[src/rtl/fw_pkg.sv]
package fw_pkg;

    localparam int NUM_REGIONS = 7;

    // Region index order is the decode priority (lowest index wins on overlap).
    typedef enum logic [2:0] {
        REG_L0_CODE = 3'd0,
        REG_L0_DATA = 3'd1,
        REG_L1_CODE = 3'd2,
        REG_L1_DATA = 3'd3,
        REG_L2_CODE = 3'd4,
        REG_L2_DATA = 3'd5,
        REG_PUBLIC  = 3'd6,
        REG_NONE    = 3'd7
    } fw_region_e;

    typedef enum logic [1:0] {
        KIND_CODE   = 2'd0,
        KIND_DATA   = 2'd1,
        KIND_PUBLIC = 2'd2,
        KIND_NONE   = 2'd3
    } fw_kind_e;

    typedef struct packed {
        fw_kind_e   kind;
        logic [1:0] owner;
        logic       in_param;
        logic       in_rsvd;
    } fw_decode_t;

    function automatic fw_kind_e region_kind(input fw_region_e r);
        fw_kind_e k;
        unique case (r)
            REG_L0_CODE, REG_L1_CODE, REG_L2_CODE: k = KIND_CODE;
            REG_L0_DATA, REG_L1_DATA, REG_L2_DATA: k = KIND_DATA;
            REG_PUBLIC:                            k = KIND_PUBLIC;
            default:                               k = KIND_NONE;
        endcase
        return k;
    endfunction

    function automatic logic [1:0] region_owner(input fw_region_e r);
        logic [1:0] o;
        unique case (r)
            REG_L1_CODE, REG_L1_DATA: o = 2'd1;
            REG_L2_CODE, REG_L2_DATA: o = 2'd2;
            default:                  o = 2'd0;
        endcase
        return o;
    endfunction

endpackage

[src/rtl/fw_region_decode.sv]
module fw_region_decode
    import fw_pkg::*;
#(
    parameter int             AW = 16,
    parameter logic [AW-1:0]  BASE_TAB  [NUM_REGIONS] = '{default: '0},
    parameter logic [AW-1:0]  LIMIT_TAB [NUM_REGIONS] = '{default: '0},
    parameter logic [AW-1:0]  PARAM_BASE  = '0,
    parameter logic [AW-1:0]  PARAM_LIMIT = '0,
    parameter logic [AW-1:0]  RSVD_BASE   = '0,
    parameter logic [AW-1:0]  RSVD_LIMIT  = '0
) (
    input  logic [AW-1:0] addr,
    output fw_decode_t    dec
);

    localparam int IDXW = $clog2(NUM_REGIONS + 1);

    logic [NUM_REGIONS-1:0] hit;
    fw_region_e             sel;

    // One comparator pair per region.
    generate
        for (genvar g = 0; g < NUM_REGIONS; g++) begin : g_cmp
            assign hit[g] = (addr >= BASE_TAB[g]) && (addr <= LIMIT_TAB[g]);
        end
    endgenerate

    // Priority select: lowest region index wins.
    always_comb begin
        logic [IDXW-1:0] idx;
        idx = IDXW'(REG_NONE);
        for (int i = NUM_REGIONS - 1; i >= 0; i--) begin
            if (hit[i]) begin
                idx = IDXW'(i);
            end
        end
        sel = fw_region_e'(idx);
    end

    always_comb begin
        dec          = '0;
        dec.kind     = region_kind(sel);
        dec.owner    = region_owner(sel);
        dec.in_param = (addr >= PARAM_BASE) && (addr <= PARAM_LIMIT);
        dec.in_rsvd  = (addr >= RSVD_BASE) && (addr <= RSVD_LIMIT);
    end

endmodule

[src/rtl/fw_access_policy.sv]
module fw_access_policy
    import fw_pkg::*;
(
    input  logic       valid,
    input  logic [1:0] level,
    input  logic       write,
    input  logic       is_code,
    input  fw_decode_t dec,
    output logic       grant
);

    localparam logic [1:0] LVL_INVALID = 2'd3;
    localparam logic [1:0] LVL_ROOT    = 2'd0;

    logic region_ok;
    logic window_ok;

    // Region-class rules.
    always_comb begin
        region_ok = 1'b0;
        unique case (dec.kind)
            KIND_CODE: begin
                if (is_code) region_ok = (dec.owner == level);
                else         region_ok = (dec.owner > level);
            end
            KIND_DATA:   region_ok = !is_code && (dec.owner == level);
            KIND_PUBLIC: region_ok = !is_code;
            default:     region_ok = 1'b0;
        endcase
    end

    // Extra guard for the parameter window and its reserved tail.
    always_comb begin
        window_ok = 1'b1;
        if (dec.in_param && (level != LVL_ROOT || is_code)) window_ok = 1'b0;
        if (dec.in_rsvd && write)                            window_ok = 1'b0;
    end

    assign grant = valid && (level != LVL_INVALID) && region_ok && window_ok;

endmodule

[src/rtl/fw_violation_log.sv]
module fw_violation_log #(
    parameter int AW = 16
) (
    input  logic          clk,
    input  logic          rst_n,
    input  logic          deny_evt,
    input  logic [AW-1:0] deny_addr,
    input  logic [1:0]    deny_level,
    input  logic          deny_write,
    output logic          flag,
    output logic [AW-1:0] addr,
    output logic [1:0]    level,
    output logic          write
);

    typedef struct packed {
        logic          flag;
        logic [AW-1:0] addr;
        logic [1:0]    level;
        logic          write;
    } log_state_t;

    log_state_t st_d, st_q;

    always_comb begin
        st_d = st_q;
        if (deny_evt && !st_q.flag) begin
            st_d.flag  = 1'b1;
            st_d.addr  = deny_addr;
            st_d.level = deny_level;
            st_d.write = deny_write;
        end
    end

    always_ff @(posedge clk or negedge rst_n) begin
        if (!rst_n) st_q <= '0;
        else        st_q <= st_d;
    end

    assign flag  = st_q.flag;
    assign addr  = st_q.addr;
    assign level = st_q.level;
    assign write = st_q.write;

    AST_FLAG_STICKY: assert property (@(posedge clk) disable iff (!rst_n)
        flag |=> flag);
    AST_RECORD_FROZEN: assert property (@(posedge clk) disable iff (!rst_n)
        flag |=> ($stable(addr) && $stable(level) && $stable(write)));
    AST_DENY_SETS_FLAG: assert property (@(posedge clk) disable iff (!rst_n)
        deny_evt |=> flag);
    AST_FIRST_CAPTURE: assert property (@(posedge clk) disable iff (!rst_n)
        (deny_evt && !flag) |=> (addr == $past(deny_addr)));

endmodule

[src/rtl/priv_mem_firewall.sv]
module priv_mem_firewall
    import fw_pkg::*;
#(
    parameter int            AW = 16,
    parameter int            DW = 8,
    parameter logic [AW-1:0] L0_CODE_BASE  = 16'h1000,
    parameter logic [AW-1:0] L0_CODE_LIMIT = 16'h3FFF,
    parameter logic [AW-1:0] L0_DATA_BASE  = 16'h0000,
    parameter logic [AW-1:0] L0_DATA_LIMIT = 16'h0FFF,
    parameter logic [AW-1:0] L1_CODE_BASE  = 16'h4000,
    parameter logic [AW-1:0] L1_CODE_LIMIT = 16'h5FFF,
    parameter logic [AW-1:0] L1_DATA_BASE  = 16'h6000,
    parameter logic [AW-1:0] L1_DATA_LIMIT = 16'h6FFF,
    parameter logic [AW-1:0] L2_CODE_BASE  = 16'h7000,
    parameter logic [AW-1:0] L2_CODE_LIMIT = 16'h9FFF,
    parameter logic [AW-1:0] L2_DATA_BASE  = 16'hA000,
    parameter logic [AW-1:0] L2_DATA_LIMIT = 16'hBFFF,
    parameter logic [AW-1:0] PUB_BASE      = 16'hC000,
    parameter logic [AW-1:0] PUB_LIMIT     = 16'hFFFF,
    parameter logic [AW-1:0] PARAM_BASE    = 16'h0000,
    parameter logic [AW-1:0] PARAM_LIMIT   = 16'h03FF,
    parameter logic [AW-1:0] RSVD_BASE     = 16'h03A0,
    parameter logic [AW-1:0] RSVD_LIMIT    = 16'h03FF
) (
    input  logic          clk,
    input  logic          rst_n,
    input  logic          acc_valid,
    input  logic [1:0]    acc_level,
    input  logic [AW-1:0] acc_addr,
    input  logic          acc_write,
    input  logic          acc_is_code,
    input  logic [DW-1:0] mem_rdata,
    output logic          acc_grant,
    output logic          mem_we,
    output logic          mem_re,
    output logic [DW-1:0] rd_data,
    output logic          viol_flag,
    output logic [AW-1:0] viol_addr,
    output logic [1:0]    viol_level,
    output logic          viol_write
);

    // Table order follows fw_region_e.
    localparam logic [AW-1:0] BASE_TAB [NUM_REGIONS] = '{
        L0_CODE_BASE, L0_DATA_BASE, L1_CODE_BASE, L1_DATA_BASE,
        L2_CODE_BASE, L2_DATA_BASE, PUB_BASE};
    localparam logic [AW-1:0] LIMIT_TAB [NUM_REGIONS] = '{
        L0_CODE_LIMIT, L0_DATA_LIMIT, L1_CODE_LIMIT, L1_DATA_LIMIT,
        L2_CODE_LIMIT, L2_DATA_LIMIT, PUB_LIMIT};

    fw_decode_t dec;
    logic       deny_evt;

    fw_region_decode #(
        .AW          (AW),
        .BASE_TAB    (BASE_TAB),
        .LIMIT_TAB   (LIMIT_TAB),
        .PARAM_BASE  (PARAM_BASE),
        .PARAM_LIMIT (PARAM_LIMIT),
        .RSVD_BASE   (RSVD_BASE),
        .RSVD_LIMIT  (RSVD_LIMIT)
    ) u_decode (
        .addr (acc_addr),
        .dec  (dec)
    );

    fw_access_policy u_policy (
        .valid   (acc_valid),
        .level   (acc_level),
        .write   (acc_write),
        .is_code (acc_is_code),
        .dec     (dec),
        .grant   (acc_grant)
    );

    assign deny_evt = acc_valid && !acc_grant;

    // Gate the memory side with the decision.
    always_comb begin
        mem_we  = acc_grant && acc_write;
        mem_re  = acc_grant && !acc_write;
        rd_data = mem_re ? mem_rdata : '0;
    end

    fw_violation_log #(
        .AW (AW)
    ) u_log (
        .clk        (clk),
        .rst_n      (rst_n),
        .deny_evt   (deny_evt),
        .deny_addr  (acc_addr),
        .deny_level (acc_level),
        .deny_write (acc_write),
        .flag       (viol_flag),
        .addr       (viol_addr),
        .level      (viol_level),
        .write      (viol_write)
    );

    AST_IDLE_NO_ENABLE: assert property (@(posedge clk) disable iff (!rst_n)
        !acc_valid |-> !(mem_we || mem_re));
    AST_INVALID_LEVEL: assert property (@(posedge clk) disable iff (!rst_n)
        (acc_valid && acc_level == 2'd3) |-> !mem_we && !mem_re);
    AST_FETCH_OWN_LEVEL: assert property (@(posedge clk) disable iff (!rst_n)
        (acc_valid && acc_is_code && acc_grant) |-> (dec.kind == KIND_CODE && dec.owner == acc_level));
    AST_DATA_OWN_LEVEL: assert property (@(posedge clk) disable iff (!rst_n)
        (acc_grant && dec.kind == KIND_DATA) |-> (dec.owner == acc_level));
    AST_LOAD_UPWARD: assert property (@(posedge clk) disable iff (!rst_n)
        (acc_grant && !acc_is_code && dec.kind == KIND_CODE) |-> (dec.owner > acc_level));
    AST_RSVD_NO_WRITE: assert property (@(posedge clk) disable iff (!rst_n)
        (dec.in_rsvd && acc_write) |-> !mem_we);
    AST_WINDOW_ROOT_ONLY: assert property (@(posedge clk) disable iff (!rst_n)
        (acc_grant && dec.in_param) |-> (acc_level == 2'd0));
    AST_DENIED_READ_ZERO: assert property (@(posedge clk) disable iff (!rst_n)
        (acc_valid && !acc_write && !acc_grant) |-> (rd_data == '0));

endmodule

[config.mk]
export PLATFORM = sky130hd
export DESIGN_NAME = priv_mem_firewall
export DESIGN_NICKNAME = d
export VERILOG_FILES = /design/src/rtl/fw_pkg.sv /design/src/rtl/fw_region_decode.sv /design/src/rtl/fw_access_policy.sv /design/src/rtl/fw_violation_log.sv /design/src/rtl/priv_mem_firewall.sv
export SDC_FILE = /design/constraint.sdc
export NUM_CORES = 1
export LEC_CHECK = 0
export ABC_AREA = 1
export CAP_MARGIN = 20
export CORE_AREA = 2 2 61 63
export CTS_BUF_LIST = sky130_fd_sc_hd__clkbuf_8
export CTS_CLUSTER_SIZE = 12
export DETAILED_ROUTE_END_ITERATION = 10
export DIE_AREA = 0 0 63 65
export DONT_BUFFER_PORTS = 1
export GPL_ROUTABILITY_DRIVEN = 0
export HOLD_SLACK_MARGIN = 0.1
export SLEW_MARGIN = 20
export SYNTH_ARGS = -nofsm -noshare
export SYNTH_HDL_FRONTEND = slang
export SYNTH_SLANG_ARGS = --single-unit
[constraint.sdc]
create_clock -name clk -period 2.91 [get_ports clk]
set_clock_uncertainty 0.15 [all_clocks]
set_input_delay 0.582 -clock clk [delete_from_list [all_inputs] [get_ports clk]]
set_output_delay 0.582 -clock clk [all_outputs]
set_load 0.01 [all_outputs]
After elaboration in Yosys (flattened, before gate mapping)
Cells that the tools add are included.

Add/sub/neg operators: 0. Magnitude comparators: 17. Bitwise gates (word level): 0. Reductions and logical operators: 31. Multiply operators: 0. Divide/modulo/power cells: 0. Mux-type cells: 14. Shift-type cells: 0. Equality and inequality tests: 10.

Operator list (number): >= comparator 16 x 15 -> 1 bit, second input constant (3); <= comparator 16 bit, second input constant (3); >= comparator 16 bit, second input constant (2); <= comparator 16 x 15 -> 1 bit, second input constant (2); logical AND 1 bit (19); >= comparator 16 x 1 -> 1 bit, second input constant (1); >= comparator 16 x 10 -> 1 bit, second input constant (1); >= comparator 16 x 13 -> 1 bit, second input constant (1); <= comparator 16 x 10 -> 1 bit, second input constant (1); <= comparator 16 x 12 -> 1 bit, second input constant (1); <= comparator 16 x 14 -> 1 bit, second input constant (1); two-way mux 3 bit (4); equality test 3 bit, second input constant (3); two-way mux 8 bit (1); equality test 3 x 2 -> 1 bit, second input constant (2); case mux 2 bit (3 select lines) (1); OR reduction 3 bit (2); logical NOT 1 bit (4); two-way mux 1 bit (4); two-way mux 2 bit (2); case mux 2 bit (2 select lines) (1); OR reduction 2 bit (2); equality test 3 x 1 -> 1 bit, second input constant (1); logical NOT 3 bit (1); other kinds (9) (9).

Bits in latches: 0. Word-level logic and storage cells: 76. Register bits after elaboration: 20. Bits of input ports: 31. Memories kept: 0. Bits in writable memories: 0. Output and inout bits: 31. Memory bits (read-only): 0.

Logic depth before layout (Yosys ltp)
Depth after elaboration: 20. Depth in mapped cells: 16. Mapped depth without buffers: 15.

Hierarchy
A second synthesis with hierarchy kept.

Cells, all modules: 159. Area total of the unflattened synthesis: 1153.6 µm².

Modules (own cells, without submodules): fw_violation_log (sequential area each 500.5 µm², area each 814.5 µm², cells an instance 86, times used 1); fw_access_policy (sequential area each 0.0 µm², area each 131.4 µm², cells an instance 29, times used 1); fw_region_decode (sequential area each 0.0 µm², area each 118.9 µm², cells an instance 21, times used 1); priv_mem_firewall (sequential area each 0.0 µm², area each 88.8 µm², cells an instance 23, times used 1).

Least setup slack after synthesis
OpenSTA, ideal clock, no wires.

Path kind: input to output. Start point: input acc_addr[13]. End point: output rd_data[0]. Buffers on the path: 0. Slack: 254 ps. Cell stages on the path: 11. Arrival: 1924 ps. Required time: 2178 ps. Cell sequence: a211oi_1 > inv_1 > ha_1 > nand2_1 > a21oi_1 > nand3_1 > nand2_2 > nand2_4 > inv_2 > nand2_2 > nor2_1.

Cells in the longest elaborated chain, start to end: 19. Elaborated cells on any way between the ends: 61. Classes of those cells: order compare (17); eq/ne (9); mux (14); reduce/logical (21).

RTL lines: start: declaration (RTL line priv_mem_firewall.sv:29) `input logic [AW-1:0] acc_addr,`; >= comparator 16 bit / <= comparator 16 bit (equally long branches) (RTL line fw_region_decode.sv:24) `assign hit[g] = (addr >= BASE_TAB[g]) && (addr <= LIMIT_TAB[g]);`; logical AND 1 bit (RTL line fw_region_decode.sv:24); two-way mux 1 bit (RTL line fw_region_decode.sv:33) `if (hit[i]) begin`; two-way mux 2 bit (2 in a row) (RTL line fw_region_decode.sv:33); two-way mux 3 bit (4 in a row) (RTL line fw_region_decode.sv:33); equality test 3 bit / equality test 3 x 2 -> 1 bit (equally long branches) (RTL line fw_pkg.sv:33, fw_pkg.sv:44); OR reduction 2 bit (RTL line fw_pkg.sv:44) `unique case (r)`; case mux 2 bit (2 select lines) (RTL line fw_pkg.sv:44); greater-than comparator 2 bit / equality test 2 bit (equally long branches) (RTL line fw_access_policy.sv:24, fw_access_policy.sv:23, fw_access_policy.sv:26); two-way mux 1 bit / logical AND 1 bit (equally long branches) (RTL line fw_access_policy.sv:23, fw_access_policy.sv:26); case mux 1 bit (3 select lines) (RTL line fw_access_policy.sv:21) `unique case (dec.kind)`; logical AND 1 bit (RTL line fw_access_policy.sv:39) `assign grant = valid && (level != LVL_INVALID) && region_ok && window_ok;`; logical AND 1 bit (*) (RTL line fw_access_policy.sv:39); via acc_grant (RTL line priv_mem_firewall.sv:33) `output logic acc_grant,`; logical AND 1 bit (*) (RTL line priv_mem_firewall.sv:81) `mem_re = acc_grant && !acc_write;`; two-way mux 8 bit (*) (RTL line priv_mem_firewall.sv:82) `rd_data = mem_re ? mem_rdata : '0;`; end: declaration (RTL line priv_mem_firewall.sv:36) `output logic [DW-1:0] rd_data,`.

Mark *: on every way through the listed nets, which the timed path passes. The rest lies on a longest branch.

Final worst setup path
Start point: input acc_addr[13]. End point: output rd_data[0].

Cells in the longest elaborated chain, start to end: 19. Elaborated cells on any way between the ends: 61. Classes of those cells: order compare (17); eq/ne (9); mux (14); reduce/logical (21).

RTL lines (RTL line): >= comparator 16 bit / <= comparator 16 bit (equally long branches) (fw_region_decode.sv:24); logical AND 1 bit (fw_region_decode.sv:24); two-way mux 1 bit (fw_region_decode.sv:33); two-way mux 2 bit (2 in a row) (fw_region_decode.sv:33); two-way mux 3 bit (4 in a row) (fw_region_decode.sv:33); equality test 3 bit / equality test 3 x 2 -> 1 bit (equally long branches) (fw_pkg.sv:33, fw_pkg.sv:44); OR reduction 2 bit (fw_pkg.sv:44); case mux 2 bit (2 select lines) (fw_pkg.sv:44); greater-than comparator 2 bit / equality test 2 bit (equally long branches) (fw_access_policy.sv:24, fw_access_policy.sv:23, fw_access_policy.sv:26); two-way mux 1 bit / logical AND 1 bit (equally long branches) (fw_access_policy.sv:23, fw_access_policy.sv:26); case mux 1 bit (3 select lines) (fw_access_policy.sv:21); logical AND 1 bit (fw_access_policy.sv:39); logical AND 1 bit (*) (fw_access_policy.sv:39); logical AND 1 bit (*) (priv_mem_firewall.sv:81); two-way mux 8 bit (*) (priv_mem_firewall.sv:82).

Every way passes the cells marked *; elsewhere a longest branch is shown, timed or not.

==> metrics <==
pre-CTS setup slack 0.139 ns; total track usage 0.141; post-route ant nets 0; initial antenna violation count 0; Layout Nets 192; post-synth design cell area 0.00115 mm2; most frequent CP cell nand2_2; RR Endpoint u_log.addr[12]$_DFFE_PN0P_; post-synthesis sequential area ratio 0.436; largest fanout on the critical path 9; slew margin rel. 0.360; Distinct cells, synth 20; area leader, netlist dfrtp_1; largest net degree at the start of global routing 21; layout cells sized above 1 0.146; area grow syn2layout 7.52%; crit path from acc_addr[13]; fmax 362 MHz; filler cell count in the final layout 391; syn nets 188; DR vias 974; Power Total 0.000573 W; clock slew at reported path FFs 0.07 ns; Synth Instances 155; # setup viols final 0; DRC 0; Max stage delay cell, worst path ha_1; cell row count 22; Via density 4.75; DIE AREA 0.00410 mm2; top cells by area, synth dfrtp_1 (44%), nand2_1 (15%), nand3_1 (9.6%), nand2_2 (6.5%), inv_1 (6.2%); setup bufs post-CTS 0; initial core utilization 0.329; period utilisation layout 0.949; Reg2Reg Depth 4; Post-Route WL 2.75 mm; setup ws final 0.148 ns; Hold Path Class in2reg; Synth Warn # 0; Avg Inst Size Synth 7.41 um2; status completed; CP cell instances a211oi_1 > inv_1 > ha_1 > nand2_1 > a21oi_1 > nand3_1 > nand2_2 > nand2_4 > inv_2 > nand2_2 > nor2_1; Hold Vio Cnt, Final 0; min-delay src acc_addr[8]; core footprint 0.00350 mm2; clk sinks 20; I/O pins 62; RR Startpoint u_log.flag$_DFFE_PN0P_; post-place instance area 0.00118 mm2; leakage 0.701 nW; post-cts sizing count 0; DRT Pass-1 Iters 4; Synth top area share 0.436; first-pass GRT wire length 4.42 mm; post-route core utilization 0.353; RSZ-0062 raised after global routing true; Die Y 65 um; CTS buffer count 3; crit start category input pin; crit end category output pin; Final Cell Area 0.00123 mm2; CP Class in2out; clock latency on the worst-skew pair 0.25 ns; drt initial violations 71; Pins Over Slew Limit 0; WHS Endpoint u_log.addr[8]$_DFFE_PN0P_; ant diodes 0; vias in the first global route 914; Worst EP arrival 2.03 ns; pwr dens 464 mW/mm2; r2r setup slk 1.08 ns; flops & latches, synth 20; DIE WIDTH 63 um; total negative setup slack 0 ns; TritonCTS clock tree done; root buffer cell clkbuf_8; Clock Path Buffers 2; Worst EP required 2.18 ns; hold depth 2; Post-DP HPWL 2.06 mm; maximum VDD drop 154 uV; drt wl/cell 13.4 um; Final min period 2.76 ns; CP max stage delay 0.30 ns; Tightest Pin Transition 0.957 ns; PortBufs 0; GR Overflow Total 0; Clock H-tree levels 1; # Max-Cap Violations 0
==> critical path: cells and delay by family <==
family	cells	cell delay, ns
AND/OR/NAND/NOR	6	0.66
AO/OA/AOI/OAI	2	0.36
adder cells (fa/ha/maj)	1	0.30
buffers and inverters	2	0.13
==> cell usage after synthesis (all sizes together) <==
master	n
nand2	59
buf	6
nor2	14
nand3	22
a21oi	4
o21ai	4
a211oi	1
nor3	1
dfrtp	20
nand3b	1
inv	21
ha	2
==> logic make-up (layout without fill, tap and decap cells) <==
group	after synthesis	in the layout	share of synthesized area
flip-flops	20	20	0.436
buffers and inverters	27	29	0.117
AND/OR/NAND/NOR	97	97	0.385
adder cells (fa/ha/maj)	2	2	0.0218
AO/OA/AOI/OAI	9	9	0.0414
==> cell usage in the layout (no fill, tap or decap) <==
cell type	instances
inv_1	19
o21ai_0	3
clkbuf_8	3
nor3_1	1
o21ai_1	1
nand2_4	2
dfrtp_1	20
nor2_1	14
nand3_1	22
inv_2	2
buf_4	4
dlygate4sd3_1	1
nand3b_1	1
ha_1	2
a211oi_1	1
nand2_1	45
nand2_2	12
a21oi_1	4
==> per-stage QoR <==
step	hold slack (ns)	std cells
2_1_floorplan	0.136	155
3_3_place_gp	0.137	201
3_5_place_dp	0.137	201
4_1_cts	0.306	205
5_1_grt	0.299	205
6_report	0.311	205
==> per-layer routing <==
layer	part of all wire	global-route usage	up-vias
met5	0	0	-
met2	0.49	0.235	55
met1	0.37	0.151	431
met4	0.019	0.0667	0
met3	0.13	0.0642	5
li1	-	-	483
==> what timing repair did <==
action | CTS | global route
hold endpoints to repair | 20 | 0
endpoints found under the setup margin | 0 | 8
hold buffers | 1 | 0
==> how the worst max path moves through the flow <==
stage	endpoint	slack, ns
6_report	rd_data[0]	0.15
5_1_grt	rd_data[0]	-0.03
4_1_cts	rd_data[0]	0.13
3_5_place_dp	rd_data[0]	0.14
3_3_place_gp	rd_data[0]	0.13
2_1_floorplan	rd_data[0]	0.25
==> sequential cells by signal (all words and copies together), names as in the netlist <==
signal       count
u_log.addr      16
u_log.level      2
u_log.flag       1
u_log.write      1
==> report_power, final <==
group	switching [W]	leakage [nW]	internal, W	total [W]
logic	0.0000478	0.423	0.0000291	0.0000770
registers	0.0000215	0.256	0.000295	0.000317
clock network	0.0000872	0.0216	0.0000921	0.000179
total	0.000157	0.701	0.000416	0.000573
==> final cells by class <==
type                            instances  area [um2]  share of cell area
Multi-Input combinational cell        108         514               0.416
Timing Repair Buffer                    5        40.0              0.0324
Tap cell                               48        60.1              0.0486
Clock buffer                            3        41.3              0.0334
Inverter                               21        78.8              0.0638
Sequential cell                        20         500               0.405
No activity file was read; power rests on OpenSTA's default activity.
